`config.mk`:
```
export PLATFORM = sky130hd
export DESIGN_NAME = ring_rx_mgr
export DESIGN_NICKNAME = d
export VERILOG_FILES = /design/src/rtl/ring_rx_pkg.sv /design/src/rtl/ring_rx_ctrl.sv /design/src/rtl/ring_rx_dpath.sv /design/src/rtl/ring_rx_mgr.sv
export SDC_FILE = /design/constraint.sdc
export NUM_CORES = 1
export LEC_CHECK = 0
export BUFFER_PORTS_ARGS = -buffer_cell sky130_fd_sc_hd__buf_2
export CORE_ASPECT_RATIO = 1.4
export CORE_MARGIN = 5
export CORE_UTILIZATION = 30
export CTS_CLUSTER_DIAMETER = 80
export DETAILED_ROUTE_END_ITERATION = 7
export GPL_ROUTABILITY_DRIVEN = 0
export PLACE_DENSITY = 0.44
export SYNTH_ARGS = -nofsm -noshare
export SYNTH_HDL_FRONTEND = slang
export SYNTH_HIERARCHICAL = 1
export SYNTH_SLANG_ARGS = --single-unit
```
`constraint.sdc`:
```
create_clock -name clk -period 5.3 [get_ports clk]
set_input_delay 1.06 -clock clk [delete_from_list [all_inputs] [get_ports clk]]
set_output_delay 1.06 -clock clk [all_outputs]
set_load 0.005 [all_outputs]
```
`src/rtl/ring_rx_pkg.sv`:
```
package ring_rx_pkg;
  localparam int HDR_LEN = 4;
  localparam int CNT_W   = 16;

  typedef enum logic [1:0] {
    ST_IDLE,
    ST_FILL,
    ST_HDR,
    ST_DROP
  } rxState_t;

  typedef struct packed {
    logic       beginFrame;
    logic       storeByte;
    logic       sealFrame;
    logic       hdrWe;
    logic [1:0] hdrIdx;
    logic       commit;
  } rxStrobe_t;
endpackage

```
`src/rtl/ring_rx_ctrl.sv`:
```
module ring_rx_ctrl
  import ring_rx_pkg::*;
(
  input  logic      clk,
  input  logic      rstN,
  input  logic      frmStart,
  input  logic      frmValid,
  input  logic      frmEnd,
  input  logic      frmOk,
  input  logic      monitorEn,
  input  logic      ovwClr,
  input  logic      crossFull,
  input  logic      bndryMoved,
  output rxStrobe_t strb,
  output logic      ovwFlag,
  output logic      rstStat,
  output logic      missedPulse
);
  rxState_t   state, stateNext;
  logic [1:0] idxReg;
  logic       missSet;
  logic       overflow;

  always_comb begin
    strb      = '0;
    stateNext = state;
    missSet   = 1'b0;
    overflow  = 1'b0;
    case (state)
      ST_IDLE: begin
        if (frmStart) begin
          if (monitorEn) begin
            missSet   = 1'b1;
            stateNext = ST_DROP;
          end else begin
            strb.beginFrame = 1'b1;
            stateNext       = ST_FILL;
          end
        end
      end
      ST_FILL: begin
        if (frmEnd) begin
          if (frmOk) begin
            strb.sealFrame = 1'b1;
            stateNext      = ST_HDR;
          end else begin
            stateNext = ST_IDLE;
          end
        end else if (frmValid) begin
          if (crossFull) begin
            overflow  = 1'b1;
            stateNext = ST_DROP;
          end else begin
            strb.storeByte = 1'b1;
          end
        end
      end
      ST_HDR: begin
        strb.hdrWe  = 1'b1;
        strb.hdrIdx = idxReg;
        if (idxReg == 2'd3) begin
          strb.commit = 1'b1;
          stateNext   = ST_IDLE;
        end
      end
      default: begin
        if (frmEnd) stateNext = ST_IDLE;
      end
    endcase
  end

  always_ff @(posedge clk) begin
    if (!rstN) begin
      state       <= ST_IDLE;
      idxReg      <= 2'd0;
      ovwFlag     <= 1'b0;
      rstStat     <= 1'b0;
      missedPulse <= 1'b0;
    end else begin
      state       <= stateNext;
      idxReg      <= (state == ST_HDR) ? idxReg + 2'd1 : 2'd0;
      missedPulse <= missSet | overflow;
      if (overflow)    ovwFlag <= 1'b1;
      else if (ovwClr) ovwFlag <= 1'b0;
      if (overflow)        rstStat <= 1'b1;
      else if (bndryMoved) rstStat <= 1'b0;
    end
  end

  // running into the boundary flags the frame as missed and overwritten
  assert_ovw_on_overflow_R7: assert property (@(posedge clk) disable iff (!rstN)
    (state == ST_FILL && !frmEnd && frmValid && crossFull) |=> (ovwFlag && rstStat && missedPulse));

  // a monitored frame goes straight to dropping and is counted as missed
  assert_monitor_drop_R8: assert property (@(posedge clk) disable iff (!rstN)
    (state == ST_IDLE && frmStart && monitorEn) |=> (state == ST_DROP && missedPulse));

  // reset status only falls after the host moved the boundary
  assert_rst_clear_R9: assert property (@(posedge clk) disable iff (!rstN)
    $fell(rstStat) |-> $past(bndryMoved));

  // the overwrite flag only falls on a clear request
  assert_ovw_sticky_R9: assert property (@(posedge clk) disable iff (!rstN)
    $fell(ovwFlag) |-> $past(ovwClr));
endmodule

```
`src/rtl/ring_rx_dpath.sv`:
```
module ring_rx_dpath
  import ring_rx_pkg::*;
#(
  parameter int PG_W  = 8,
  parameter int OFF_W = 8
) (
  input  logic                   clk,
  input  logic                   rstN,
  input  rxStrobe_t              strb,
  input  logic [PG_W-1:0]        cfgStart,
  input  logic [PG_W-1:0]        cfgStop,
  input  logic [PG_W-1:0]        bndry,
  input  logic                   curSet,
  input  logic [PG_W-1:0]        curSetVal,
  input  logic [7:0]             frmData,
  input  logic [7:0]             frmStatus,
  output logic                   crossFull,
  output logic                   bndryMoved,
  output logic [PG_W-1:0]        curPage,
  output logic                   memWe,
  output logic [PG_W+OFF_W-1:0]  memAddr,
  output logic [7:0]             memWdata
);
  localparam int ADDR_W = PG_W + OFF_W;

  logic [PG_W-1:0]  wrPage, wrPageNext, sealNext, bndryPrev;
  logic [OFF_W-1:0] wrOff;
  logic [CNT_W-1:0] byteCnt, sealCnt;
  logic [7:0]       sealStatus;
  logic [7:0]       hdrByte;

  function automatic logic [PG_W-1:0] ringNext(input logic [PG_W-1:0] p);
    logic [PG_W-1:0] inc;
    inc = p + PG_W'(1);
    return (inc == cfgStop) ? cfgStart : inc;
  endfunction

  assign wrPageNext = ringNext(wrPage);
  assign crossFull  = (wrOff == '0) && (wrPage == bndry);
  assign bndryMoved = (bndry != bndryPrev);

  always_ff @(posedge clk) begin
    if (!rstN) begin
      wrPage     <= '0;
      wrOff      <= '0;
      byteCnt    <= '0;
      sealStatus <= '0;
      sealNext   <= '0;
      sealCnt    <= '0;
      curPage    <= '0;
      bndryPrev  <= '0;
    end else begin
      bndryPrev <= bndry;
      if (strb.beginFrame) begin
        wrPage  <= curPage;
        wrOff   <= OFF_W'(HDR_LEN);
        byteCnt <= '0;
      end else if (strb.storeByte) begin
        wrOff   <= wrOff + OFF_W'(1);
        byteCnt <= byteCnt + CNT_W'(1);
        if (&wrOff) wrPage <= wrPageNext;
      end
      if (strb.sealFrame) begin
        sealStatus <= frmStatus;
        sealNext   <= (wrOff == '0) ? wrPage : wrPageNext;
        sealCnt    <= byteCnt + CNT_W'(HDR_LEN);
      end
      if (curSet)           curPage <= curSetVal;
      else if (strb.commit) curPage <= sealNext;
    end
  end

  always_comb begin
    case (strb.hdrIdx)
      2'd0:    hdrByte = sealStatus;
      2'd1:    hdrByte = 8'(sealNext);
      2'd2:    hdrByte = sealCnt[7:0];
      default: hdrByte = sealCnt[CNT_W-1:8];
    endcase
  end

  assign memWe    = strb.storeByte | strb.hdrWe;
  assign memAddr  = strb.hdrWe ? {curPage, {(OFF_W-2){1'b0}}, strb.hdrIdx}
                               : {wrPage, wrOff};
  assign memWdata = strb.hdrWe ? hdrByte : frmData;

  // current page only moves on a commit or a host load
  assert_cur_hold_R6: assert property (@(posedge clk) disable iff (!rstN)
    (!strb.commit && !curSet) |=> $stable(curPage));

  // no data byte ever opens the boundary page
  assert_no_bndry_entry_R7: assert property (@(posedge clk) disable iff (!rstN)
    (strb.storeByte && memAddr[OFF_W-1:0] == '0) |-> (memAddr[ADDR_W-1:OFF_W] != bndry));

  // with a sane ring and current page, writes stay inside the ring
  assert_in_ring_R3: assert property (@(posedge clk) disable iff (!rstN)
    (memWe && cfgStart < cfgStop && curPage >= cfgStart && curPage < cfgStop &&
     wrPage >= cfgStart && wrPage < cfgStop)
    |-> (memAddr[ADDR_W-1:OFF_W] >= cfgStart && memAddr[ADDR_W-1:OFF_W] < cfgStop));

  // header bytes land in the first four bytes of the current page
  assert_hdr_slot_R4: assert property (@(posedge clk) disable iff (!rstN)
    strb.hdrWe |-> (memAddr[ADDR_W-1:OFF_W] == curPage && memAddr[OFF_W-1:2] == '0));
endmodule

```
`src/rtl/ring_rx_mgr.sv`:
```
module ring_rx_mgr
  import ring_rx_pkg::*;
#(
  parameter int PG_W  = 8,
  parameter int OFF_W = 8
) (
  input  logic                  clk,
  input  logic                  rstN,
  input  logic [PG_W-1:0]       cfgStart,
  input  logic [PG_W-1:0]       cfgStop,
  input  logic [PG_W-1:0]       bndry,
  input  logic                  monitorEn,
  input  logic                  curSet,
  input  logic [PG_W-1:0]       curSetVal,
  input  logic                  ovwClr,
  input  logic                  frmStart,
  input  logic                  frmValid,
  input  logic [7:0]            frmData,
  input  logic                  frmEnd,
  input  logic                  frmOk,
  input  logic [7:0]            frmStatus,
  output logic [PG_W-1:0]       curPage,
  output logic                  ovwFlag,
  output logic                  rstStat,
  output logic                  missedPulse,
  output logic                  memWe,
  output logic [PG_W+OFF_W-1:0] memAddr,
  output logic [7:0]            memWdata
);
  rxStrobe_t strb;
  logic      crossFull;
  logic      bndryMoved;

  ring_rx_ctrl u_ctrl (
    .clk        (clk),
    .rstN       (rstN),
    .frmStart   (frmStart),
    .frmValid   (frmValid),
    .frmEnd     (frmEnd),
    .frmOk      (frmOk),
    .monitorEn  (monitorEn),
    .ovwClr     (ovwClr),
    .crossFull  (crossFull),
    .bndryMoved (bndryMoved),
    .strb       (strb),
    .ovwFlag    (ovwFlag),
    .rstStat    (rstStat),
    .missedPulse(missedPulse)
  );

  ring_rx_dpath #(.PG_W(PG_W), .OFF_W(OFF_W)) u_dpath (
    .clk       (clk),
    .rstN      (rstN),
    .strb      (strb),
    .cfgStart  (cfgStart),
    .cfgStop   (cfgStop),
    .bndry     (bndry),
    .curSet    (curSet),
    .curSetVal (curSetVal),
    .frmData   (frmData),
    .frmStatus (frmStatus),
    .crossFull (crossFull),
    .bndryMoved(bndryMoved),
    .curPage   (curPage),
    .memWe     (memWe),
    .memAddr   (memAddr),
    .memWdata  (memWdata)
  );
endmodule

```
* Word-level counts from Yosys, hierarchy flattened *
Index checks and enable logic that the tools add are counted.

storage, ports and cells
  bits in read-only memories = 0
  word-level logic and storage cells = 92
  output and inout port bits = 36
  memories kept = 0
  register bits = 87
  input port bits = 57
  bits in writable memories = 0
  latch bits = 0

cells by class
  $lt $le $gt $ge = 0
  add/sub/neg operators = 5
  equality and inequality tests = 12
  muxes and demuxes = 43
  shift operators = 0
  multiply operators = 0
  reductions and logical operators = 15
  divide/modulo/power cells = 0
  bitwise gates (word level) = 3

operators with widths
  cell                                                              number
  8-bit two-way mux                                                 8
  8-bit one-hot mux with 3 select lines                             1
  1-bit two-way mux                                                 20
  2-bit two-way mux                                                 9
  16-bit by 1-bit adder with 16-bit output (second input constant)  1
  16-bit by 3-bit adder with 16-bit output (second input constant)  1
  8-bit by 1-bit adder with 8-bit output (second input constant)    2
  8-bit == test                                                     2
  16-bit two-way mux                                                1
  2-bit nonzero test                                                5
  8-bit logical NOT                                                 1
  8-bit inequality test                                             1
  8-bit AND reduction                                               1
  2-bit == test (second input constant)                             3
  3-bit two-way mux                                                 2
  3-bit inequality test (second input constant)                     2
  2-bit one-hot mux with 3 select lines                             1
  5-bit AND reduction                                               1
  2-bit by 1-bit == test with 1-bit output (second input constant)  2
  2-bit logical NOT                                                 2
  4-bit two-way mux                                                 1
  2-bit AND reduction                                               2
  4-bit nonzero test                                                1
  2-bit by 1-bit adder with 2-bit output (second input constant)    1
  6 further kinds                                                   7

* Logic depth before layout (Yosys ltp) *
  depth after elaboration = 8
  mapped depth = 13
  gate-level depth less buffers = 12

* Cells and area by module *
Netlist, hierarchy kept.

modules (own cells, without submodules)
  module         area an instance (um^2)  seq. area each (um^2)  times used  cells an instance
  ring_rx_dpath  4540.6                   1601.5                 1           501
  ring_rx_ctrl   346.6                    140.1                  1           37

* Least setup slack after synthesis *
OpenSTA, ideal clock, no wires.

  path kind = input to output
  start = in bndry[7]
  end = out memWe
  setup slack = 1.996 ns
  required time = 4.240 ns
  stages = 6
  data arrival time = 2.244 ns
  buffers on the path = 1
  cells stage by stage = xor2_1 -> nor4_1 -> and3_1 -> nor2_1 -> buf_1 -> or2_2

RTL lines
  what                line               source
  start: declaration  ring_rx_mgr.sv:11  input logic [PG_W-1:0] bndry,
  end: declaration    ring_rx_mgr.sv:26  output logic memWe,

==> results.yml <==
worst_setup_path:
  r2r_slack_ps: 2020
  cp.buffers_inverters: 2
  cpPeakStageDelay_ps: 600
  cp_max_fo: 18
  critPathTopFamily: "multiplexers"
  worstReg2RegStart: "u_dpath/wrOff[0]"
  reg2regPathDepth: 13
  worstPathRequired_ps: 4240
  path_class: "flip-flop to output port"
  start_kind: "flip-flop"
  r2r-end: "u_dpath/wrPage[7]"
  arrival_ps: 2780
  endpoint_kind: "output port"
  crit_slowest_cell: "mux4_2"
  crit_chain: "nor2b_2 > buf_4 > and2_1 > mux4_2 > mux2_2 > buf_2"
global_routing:
  track_usage_pct: 15.3
  overflow: 0
  grt_max_degree: 65
  grt_pass1_wl_um: 22900
  first_global_vias: 4158
  antenna_found_initial: 1
power_and_ir_drop:
  swShare_pct: 23.7
  clkPwrFrac_pct: 44.1
  power_frac_comb_pct: 10.9
  p_leak_nw: 2.41
  cellPowerDensity_nw_per_um2: 265
  intPower_mw: 1.18
  p_sw_mw: 0.366
  p_seq_share_pct: 45.1
  ir_worst_vdd_uv: 121
sta:
  fin_setup_tns_ps: 0
  max_freq_ghz: 0.261
  min_period_over_period_pct: 72.4
  worst_pin_slew_ps: 948
  setup_viol: 0
  max_slew_margin_pct: 36.8
  slew_viol_final: 0
  rsz0062_at_grt: "false"
  hold_viol: 0
  setup_ws_ps: 1460
  min_period_ps: 3840
  fin_worst_skew_ps: 8.83
clock_tree:
  postCtsSetupBuffers: 0
  cts_tree: "done"
  clkTransAtPathRegs_ps: 60
  cts_buffers: 9
  clk_latency_ps: 340
  root_buffer: "clkbuf_16"
  cts_resized: 0
  cts.hold.buffers_added: 0
  clkSinkCount: 87
  cts_max_path_buffers: 2
  cts_max_level: 3
placed_design:
  dp_slack_ps: 1680
  dpl.hpwl_um: 11100
  port_buffers: 92
  dp.cells: 801
floorplan:
  die_w_um: 118
  rows: 55
  io_pins: 93
  die_area_um2: 19000
  die_h_um: 161
  start_util_pct: 30.3
  core-area_um2: 16100
min_path:
  worstHoldPathCells: 1
  hold_class: "flip-flop to flip-flop"
  whs_endpoint: "u_ctrl/idxReg[0]"
  min_from: "u_ctrl/idxReg[0]"
cells_and_area:
  stdcell_count: 815
  area_delta_synth_final_pct: 18.9
  drive_gt1_share_pct: 24.2
  finish.utilization_pct: 36.1
  nNetsFinal: 676
  nFillCells: 1701
  antenna_cells_inserted: 0
routing:
  vias_per_cell: 5.01
  drcViolationCount: 0
  avgRoutedWirePerCell_um: 17.8
  antenna_left: 0
  firstDrtPassIters: 4
  vias: 4085
  detail_route.iter0.violations: 134
  wl_um: 14500
logic_synthesis:
  synth_cells: 538
  ys_ff_latch: 87
  yosys_warnings: 6
  seq_area_frac_synth_pct: 35.6
  synth_edf_count: 0
  avgSynthCellArea_um2: 9.08
  synthArstFlopShare_pct: 0
  syn-cell-area_um2: 4890
  synth.distinct_cells: 57
  synthFlopType: "dfxtp_1"
  syn_nets: 601
status:
  outcome: "finished, final reports clean"
job:
  maxCapViolCount: 0
-- synth_stat cells, types with 2 or more instances --
cell type   n  share of area (%)
nor3_1      4               0.41
xor2_1     40                7.2
nor2_1     33                2.5
o21ai_0    24                2.5
buf_4       4               0.61
nand2b_1    5               0.64
and4_1      2               0.36
nand2_1    52                4.0
mux2i_1    29                5.9
nor2b_1    22                2.8
o211ai_1    8                1.2
mux2_2     16                3.7
buf_2       5               0.51
a21boi_2    3               0.69
xnor2_1    17                3.0
ha_1        6                1.5
nor4_1      5               0.64
o211a_1    12                2.5
o21a_1      2               0.31
nand3_1    18                1.8
clkbuf_1   23                1.8
o21ai_1     7               0.72
and3_1      9                1.2
or3_1       6               0.77
a22o_1      8                1.4
mux4_2      8                3.7
buf_1       3               0.23
nand3_2     2               0.41
inv_1      11               0.84
a21oi_1     9               0.92
nand3b_1    6               0.92
nor3b_1     2               0.31
nand4_1     8                1.0
and2_1     20                2.6
dfxtp_1    87                 36
-- per-layer routing --
| metal | vias to the layer above | track usage, % | part of all wire (%) |
|---|---|---|---|
| met5 | - | 0 | 0.055 |
| met4 | 2 | 6.05 | 2.2 |
| met3 | 21 | 3.50 | 4.3 |
| met2 | 93 | 27.8 | 53 |
| met1 | 1943 | 17.1 | 40 |
| li1 | 2026 | - | - |
-- flip-flops by register name, indices dropped and copies added (netlist names), 2 cells and up --
| name | flops |
|---|---|
| u_dpath/sealNext | 8 |
| u_dpath/sealCnt | 16 |
| u_dpath/curPage | 8 |
| u_ctrl/idxReg | 2 |
| u_dpath/wrOff | 8 |
| u_dpath/bndryPrev | 8 |
| u_ctrl/state | 2 |
| u_dpath/sealStatus | 8 |
| u_dpath/byteCnt | 16 |
| u_dpath/wrPage | 8 |
-- power groups by stage --
stage | sequential [mW] | clock (mW) | combinational (mW)
2_1_floorplan | 0.698 | 0 | 0.104
3_3_place_gp | 0.710 | 0 | 0.168
3_5_place_dp | 0.710 | 0 | 0.170
4_1_cts | 0.696 | 0.704 | 0.171
5_1_grt | 0.698 | 0.733 | 0.186
6_report | 0.696 | 0.680 | 0.168
-- placed cells by master, fill, tap and decap left out, drive strengths merged, types with 8 or more instances in the layout --
cell      n
buf     100
dfxtp    87
nand2    52
xor2     40
nor2     33
o21ai    31
mux2i    29
nor2b    22
and2     20
nand3    20
xnor2    17
mux2     16
o211a    12
inv      11
clkbuf   11
and3      9
a21oi     9
nand4     9
mux4      8
a22o      8
o211ai    8
-- logic make-up after synthesis --
family / synth area share, %
flops: 35.6
fa+ha+maj: 1.54
buf+inv: 4.20
xor+xnor: 11.2
mux: 13.3
compound gates: 11.9
simple gates: 22.3
-- worst max-delay path by stage --
stage | from | endpoint | slack [ps] | depth (start not counted)
floorplan | bndry[7] | memWe | 2000 | 6
global placement | bndry[3] | memWe | 1700 | 7
detailed placement | bndry[7] | memWe | 1680 | 7
CTS | u_ctrl/state[1] | memWdata[2] | 1380 | 6
global route | u_ctrl/state[1] | memWdata[5] | 1260 | 6
finish | u_ctrl/state[1] | memWdata[2] | 1460 | 6
-- area by class of cell --
type	count	area, µm²	area share [%]
timing repair buffer	100	520	8.96
tap	199	249	4.28
clock buffer	11	243	4.18
inverter	11	41.3	0.710
clock inverter	3	68.8	1.18
multi-input combinational	404	2950	50.7
sequential	87	1740	30.0
-- metrics by stage --
stage	instance area, µm²	hold slack (ps)	total power [mW]
6_report	5810	449	1.54
5_1_grt	5810	485	1.62
4_1_cts	5810	460	1.57
3_5_place_dp	5500	446	0.880
3_3_place_gp	5500	435	0.878
2_1_floorplan	4890	409	0.802
Power figures use the tool's default switching activity.
